File: src/rtl/spn_pkg.sv
package spn_pkg;

    typedef enum logic [1:0] {
        ST_IDLE  = 2'd0,
        ST_ROUND = 2'd1,
        ST_FINAL = 2'd2
    } fsm_t;

    localparam int NIB_W = 4;

    // 4-bit nonlinear substitution
    function automatic logic [NIB_W-1:0] sbox4(input logic [NIB_W-1:0] x);
        logic [NIB_W-1:0] y;
        unique case (x)
            4'h0: y = 4'hC;
            4'h1: y = 4'h5;
            4'h2: y = 4'h6;
            4'h3: y = 4'hB;
            4'h4: y = 4'h9;
            4'h5: y = 4'h0;
            4'h6: y = 4'hA;
            4'h7: y = 4'hD;
            4'h8: y = 4'h3;
            4'h9: y = 4'hE;
            4'hA: y = 4'hF;
            4'hB: y = 4'h8;
            4'hC: y = 4'h4;
            4'hD: y = 4'h7;
            4'hE: y = 4'h1;
            4'hF: y = 4'h2;
        endcase
        return y;
    endfunction

endpackage

File: src/rtl/spn_sub_layer.sv
module spn_sub_layer
    import spn_pkg::*;
#(
    parameter int WIDTH = 64
) (
    input  logic [WIDTH-1:0] din,
    output logic [WIDTH-1:0] dout
);
    localparam int NIBS = WIDTH / NIB_W;

    for (genvar n = 0; n < NIBS; n++) begin : g_nib
        assign dout[n*NIB_W +: NIB_W] = sbox4(din[n*NIB_W +: NIB_W]);
    end

endmodule

File: src/rtl/spn_bit_perm.sv
module spn_bit_perm #(
    parameter int WIDTH = 64
) (
    input  logic [WIDTH-1:0] din,
    output logic [WIDTH-1:0] dout
);
    localparam int STRIDE = WIDTH / 4;

    // pure rewiring: bit i lands at (STRIDE*i) mod (WIDTH-1), top bit fixed
    for (genvar i = 0; i < WIDTH; i++) begin : g_bit
        localparam int DST = (i == WIDTH-1) ? i : (i * STRIDE) % (WIDTH-1);
        assign dout[DST] = din[i];
    end

endmodule

File: src/rtl/spn_key_step.sv
module spn_key_step
    import spn_pkg::*;
#(
    parameter int KEY_W  = 128,
    parameter int CNT_W  = 5,
    parameter int ROT    = 61,
    parameter int XOR_LO = 62
) (
    input  logic [KEY_W-1:0] kin,
    input  logic [CNT_W-1:0] rnd,
    output logic [KEY_W-1:0] kout
);
    logic [KEY_W-1:0] rot;

    always_comb begin
        rot  = {kin[KEY_W-1-ROT:0], kin[KEY_W-1:KEY_W-ROT]};
        kout = rot;
        kout[KEY_W-1 -: NIB_W]       = sbox4(rot[KEY_W-1 -: NIB_W]);
        kout[KEY_W-1-NIB_W -: NIB_W] = sbox4(rot[KEY_W-1-NIB_W -: NIB_W]);
        kout[XOR_LO +: CNT_W]        = rot[XOR_LO +: CNT_W] ^ rnd;
    end

endmodule

File: src/rtl/spn_cipher_core.sv
module spn_cipher_core
    import spn_pkg::*;
#(
    parameter int BLOCK_W = 64,
    parameter int KEY_W   = 128,
    parameter int ROUNDS  = 31
) (
    input  logic               clk,
    input  logic               rst_n,
    input  logic               start,
    input  logic [BLOCK_W-1:0] plaintext,
    input  logic [KEY_W-1:0]   key,
    output logic [BLOCK_W-1:0] ciphertext,
    output logic               done
);
    localparam int CNT_W = $clog2(ROUNDS + 1);
    localparam logic [CNT_W-1:0] LAST_RND = CNT_W'(ROUNDS);
    localparam logic [CNT_W-1:0] FIRST_RND = CNT_W'(1);

    fsm_t               fsm_q, fsm_d;
    logic [BLOCK_W-1:0] state_q;
    logic [KEY_W-1:0]   key_q;
    logic [CNT_W-1:0]   rnd_q;
    logic [BLOCK_W-1:0] ct_q;
    logic               done_q;

    logic [BLOCK_W-1:0] round_key;
    logic [BLOCK_W-1:0] mixed;
    logic [BLOCK_W-1:0] subbed;
    logic [BLOCK_W-1:0] permuted;
    logic [KEY_W-1:0]   key_nxt;

    assign round_key = key_q[KEY_W-1 -: BLOCK_W];
    assign mixed     = state_q ^ round_key;

    spn_sub_layer #(.WIDTH(BLOCK_W)) u_sub (
        .din  (mixed),
        .dout (subbed)
    );

    spn_bit_perm #(.WIDTH(BLOCK_W)) u_perm (
        .din  (subbed),
        .dout (permuted)
    );

    spn_key_step #(.KEY_W(KEY_W), .CNT_W(CNT_W)) u_kstep (
        .kin  (key_q),
        .rnd  (rnd_q),
        .kout (key_nxt)
    );

    // state register
    always_ff @(posedge clk or negedge rst_n) begin
        if (!rst_n) fsm_q <= ST_IDLE;
        else        fsm_q <= fsm_d;
    end

    // next-state logic
    always_comb begin
        fsm_d = fsm_q;
        unique case (fsm_q)
            ST_IDLE:  if (start) fsm_d = ST_ROUND;
            ST_ROUND: if (rnd_q == LAST_RND) fsm_d = ST_FINAL;
            ST_FINAL: fsm_d = ST_IDLE;
            default:  fsm_d = ST_IDLE;
        endcase
    end

    // round datapath
    always_ff @(posedge clk or negedge rst_n) begin
        if (!rst_n) begin
            state_q <= '0;
            key_q   <= '0;
            rnd_q   <= '0;
        end else begin
            unique case (fsm_q)
                ST_IDLE: begin
                    if (start) begin
                        state_q <= plaintext;
                        key_q   <= key;
                        rnd_q   <= FIRST_RND;
                    end
                end
                ST_ROUND: begin
                    state_q <= permuted;
                    key_q   <= key_nxt;
                    rnd_q   <= rnd_q + FIRST_RND;
                end
                default: ;
            endcase
        end
    end

    // outputs
    always_ff @(posedge clk or negedge rst_n) begin
        if (!rst_n) begin
            ct_q   <= '0;
            done_q <= 1'b0;
        end else begin
            done_q <= (fsm_q == ST_FINAL);
            if (fsm_q == ST_FINAL) ct_q <= mixed;
        end
    end

    assign ciphertext = ct_q;
    assign done       = done_q;

endmodule

File: config.mk
export PLATFORM = sky130hd
export DESIGN_NAME = spn_cipher_core
export DESIGN_NICKNAME = d
export VERILOG_FILES = /design/src/rtl/spn_pkg.sv /design/src/rtl/spn_sub_layer.sv /design/src/rtl/spn_bit_perm.sv /design/src/rtl/spn_key_step.sv /design/src/rtl/spn_cipher_core.sv
export SDC_FILE = /design/constraint.sdc
export NUM_CORES = 1
export LEC_CHECK = 0
export CORE_MARGIN = 5
export CORE_UTILIZATION = 65
export CTS_BUF_LIST = sky130_fd_sc_hd__clkbuf_16
export DETAILED_ROUTE_END_ITERATION = 7
export DONT_BUFFER_PORTS = 1
export GPL_ROUTABILITY_DRIVEN = 0
export PLACE_DENSITY = 0.81
export SLEW_MARGIN = 20
export SYNTH_ARGS = -nofsm -noshare
export SYNTH_HDL_FRONTEND = slang
export SYNTH_SLANG_ARGS = --single-unit
File: constraint.sdc
create_clock -name clk -period 3.26 [get_ports clk]
set_input_delay 0.978 -clock clk [delete_from_list [all_inputs] [get_ports clk]]
set_output_delay 0.978 -clock clk [all_outputs]
set_load 0.01 [all_outputs]
==> summary.md <==
| Metric | Value |
|---|---|
| # fillers | `between 1500 and 2000` |
| First-pass GRT wire length | `a little under 70000 um` |
| Clock-pin slew on the worst setup and hold paths | `about 60 ps` |
| Clk sinks | `around 260` |
| Pwr Density | `around 1400 mW/mm^2` |
| Final Net Count | `~1700` |
| Delay-heaviest family, CP | `flip-flops` |
| Placement Setup Slack | `between 900 and 1000 ps` |
| Die Area | `~0.026 sq mm` |
| Period utilisation layout | `a little under three quarters` |
| Post-CTS setup buffer count | `0` |
| CP max stage delay | `about 520 ps` |
| Post-CTS resize count | `0` |
| CTS tree | `built` |
| Slowest CP cell | `dfrtp_1` |
| Drt wl/cell | `between 20 and 30 um` |
| First DRT Iteration DRCs | `roughly 1600` |
| Die width | `about 160 um` |
| Post-synthesis cell type count | `55` |
| Ys Warns | `0` |
| IO buf count | `0` |
| Fmax | `~430 MHz` |
| Max_cap viols | `0` |
| Post-synthesis sequential area ratio | `approximately 44%` |
| Num ports | `260` |
| Worst rel slew slack | `40.71%` |
| Final Setup Violations | `0` |
| Die H | `between 150 and 200 um` |
| Synth Instances | `roughly 1500` |
| Yosys reg bits | `264` |
| CP required | `3680 ps` |
| Inst Count DP | `1727` |
| VDD IR max | `a little over 600 uV` |
| Fin crit period | `2321 ps` |
| Synth Net Count | `roughly 1800` |
| Via density | `between 6 and 7` |
| Final wirelength | `between 40000 and 50000 um` |
| Critical path capture point type | `flip-flop` |
| WP buf/inv | `1` |
| Most frequent CP cell | `nor2_1` |
| Grt ovf | `0` |
| Clock Path Buffers | `3` |
| CP Launch Type | `flip-flop` |
| Initial antenna violation count | `5` |
| Core area | `about 0.023 sq mm` |
| Final worst setup slack | `939.0 ps` |
| Worst Reg-to-Reg Cells | `6` |
| Hold_buf cts | `0` |
| Drt drc | `0` |
| Least-Margin Pin Slew | `883.0 ps` |
| Root buf cell | `clkbuf_16` |
| Worst-path maximum fanout | `4` |
| Commonest non-fill, non-tap cells in the layout | `264 x dfrtp_1, 202 x o22ai_1, 176 x nand2_1` |
| Unrepaired setup endpoints after global routing | `false` |
| Mapped Area | `~0.015 sq mm` |
| Clock Skew | `roughly 21 ps` |
| CTS buffer count | `27` |
| Non-Filler Instances | `roughly 1800` |
| Status | `complete, no violations` |
| Commonest non-fill, non-tap cell in the layout | `dfrtp_1` |
| Synth-to-Final Area Change | `6.752%` |
| Number of synthesized flops with an enable pin | `0` |
| Post-DRT Antenna Nets | `0` |
| Crit Path Class | `reg2reg` |
| LEAKAGE | `around 0.0070 uW` |
| Pins Over Slew Limit | `0` |
| Initial core utilization | `66.02%` |
| FFs w/ async S/R, synth | `between 90% and 100%` |
| Pin count of the biggest net entering global routing | `265` |
| Total GRT Usage | `roughly a third` |
| Number of global-route vias before repair | `between 10000 and 15000` |
| Post-synth top flop | `dfrtp_1` |
| Cell depth of the worst setup path | `6` |
| Dpl hpwl | `between 30000 and 40000 um` |
| Mapped Avg Cell Area | `between 9 and 10 sq um` |
| CTS H-tree depth | `1` |
| Hold Path Class | `in2async` |
| Final Hold Viols | `0` |
| 1st-pass router iterations | `8` |
| Vias after detailed routing | `roughly 12000` |
| Clk_lat worst skew | `between 500 and 600 ps` |
| Fraction of final layout cells sized beyond drive strength 1 | `a little under a tenth` |
| Rows | `55` |
| TNS Setup | `0 ps` |
| Fin util | `a little over two thirds` |
| Crit path cell chain | `xnor2_1, inv_1, ha_1, mux4_2, nor2_1, nor2_1` |
| Worst EP arrival | `between 2000 and 3000 ps` |
registers in the layout (all words and copies together) (netlist names):
signal	count
ciphertext	64
done	1
fsm_q	2
key_q	128
rnd_q	5
state_q	64
cells by family (layout without fill, tap and decap cells):
group,Yosys count,count (layout),synth area share [%]
other cells,0,3,0
xor+xnor,81,81,6.309
mux,103,103,9.163
flops,264,264,44.06
fa+ha+maj,60,60,5.007
compound gates,539,539,21.66
buf+inv,180,141,5.124
simple gates,304,304,8.679
cell usage after synthesis, drive strengths merged (2+ instances only):
library cell | count | share of area [%]
a2111oi | 4 | 0.23
a211oi | 15 | 0.75
a21oi | 117 | 3.9
a221o | 7 | 0.47
a221oi | 21 | 1.2
a22o | 4 | 0.23
a31oi | 33 | 1.4
and2 | 22 | 0.92
and3 | 19 | 0.80
buf | 43 | 1.6
clkbuf | 69 | 1.8
dfrtp | 264 | 44
ha | 60 | 5.0
inv | 68 | 1.7
mux2i | 75 | 5.0
mux4 | 27 | 4.1
nand2 | 177 | 4.4
nand2b | 2 | 0.083
nand3 | 8 | 0.27
nor2 | 65 | 1.7
nor2b | 3 | 0.13
nor3 | 2 | 0.067
o211ai | 12 | 0.60
o21ai | 112 | 3.7
o22a | 3 | 0.18
o22ai | 202 | 8.4
or2 | 4 | 0.17
xnor2 | 60 | 5.0
xor2 | 21 | 1.3
final timing paths:
path / start / end / slack, ps
max: key_q[124]$_DFFE_PN0P_ / state_q[47]$_DFFE_PN0P_ / 940
min: rst_n / ciphertext[52]$_DFFE_PN0P_ / 130
max reg2reg: key_q[124]$_DFFE_PN0P_ / state_q[47]$_DFFE_PN0P_ / 940
min reg2reg: state_q[45]$_DFFE_PN0P_ / state_q[45]$_DFFE_PN0P_ / 520
max in group asynchronous: rst_n / key_q[123]$_DFFE_PN0P_ / 2380
min in group clk: state_q[45]$_DFFE_PN0P_ / state_q[45]$_DFFE_PN0P_ / 520
final cells by class:
class                      count  area (sq um)  share of cell area [%]
inverter                      68         256.5                   1.603
tap                          285         356.6                   2.228
timing repair buffer          23         235.2                   1.470
antenna                        3         7.507                 0.04690
sequential                   264          6606                   41.28
clock inverter                23         211.5                   1.321
multi-input combinational   1087          7656                   47.83
clock buffer                  27         675.6                   4.221
metrics by stage:
step | power [uW] | hold slack, ps | area [sq um]
after CTS | 22310 | 123.2 | 16000
after floorplan | 15710 | 480.3 | 14990
after global placement | 18430 | 498.7 | 15110
after detailed placement | 19060 | 505.3 | 15110
final | 22550 | 132.2 | 16010
after global routing | 24080 | 110.4 | 16010
per-layer routing:
layer / wire length, um / GRT usage (%) / part of all wire, %
met5: 20 / 0 / 0.044
met4: 2150 / 14.53 / 4.7
met3: 5854 / 10.38 / 13
met2: 19380 / 47.32 / 43
met1: 17920 / 47.85 / 40
report_power, final:
| part | internal [uW] | switching [uW] | leakage (uW) |
|---|---|---|---|
| Combinational | 5750 | 6780 | 0.00340 |
| Clock | 1820 | 1330 | 0.000454 |
| Sequential | 4800 | 2070 | 0.00319 |
Note: power is estimated with default switching activity, not from simulation.
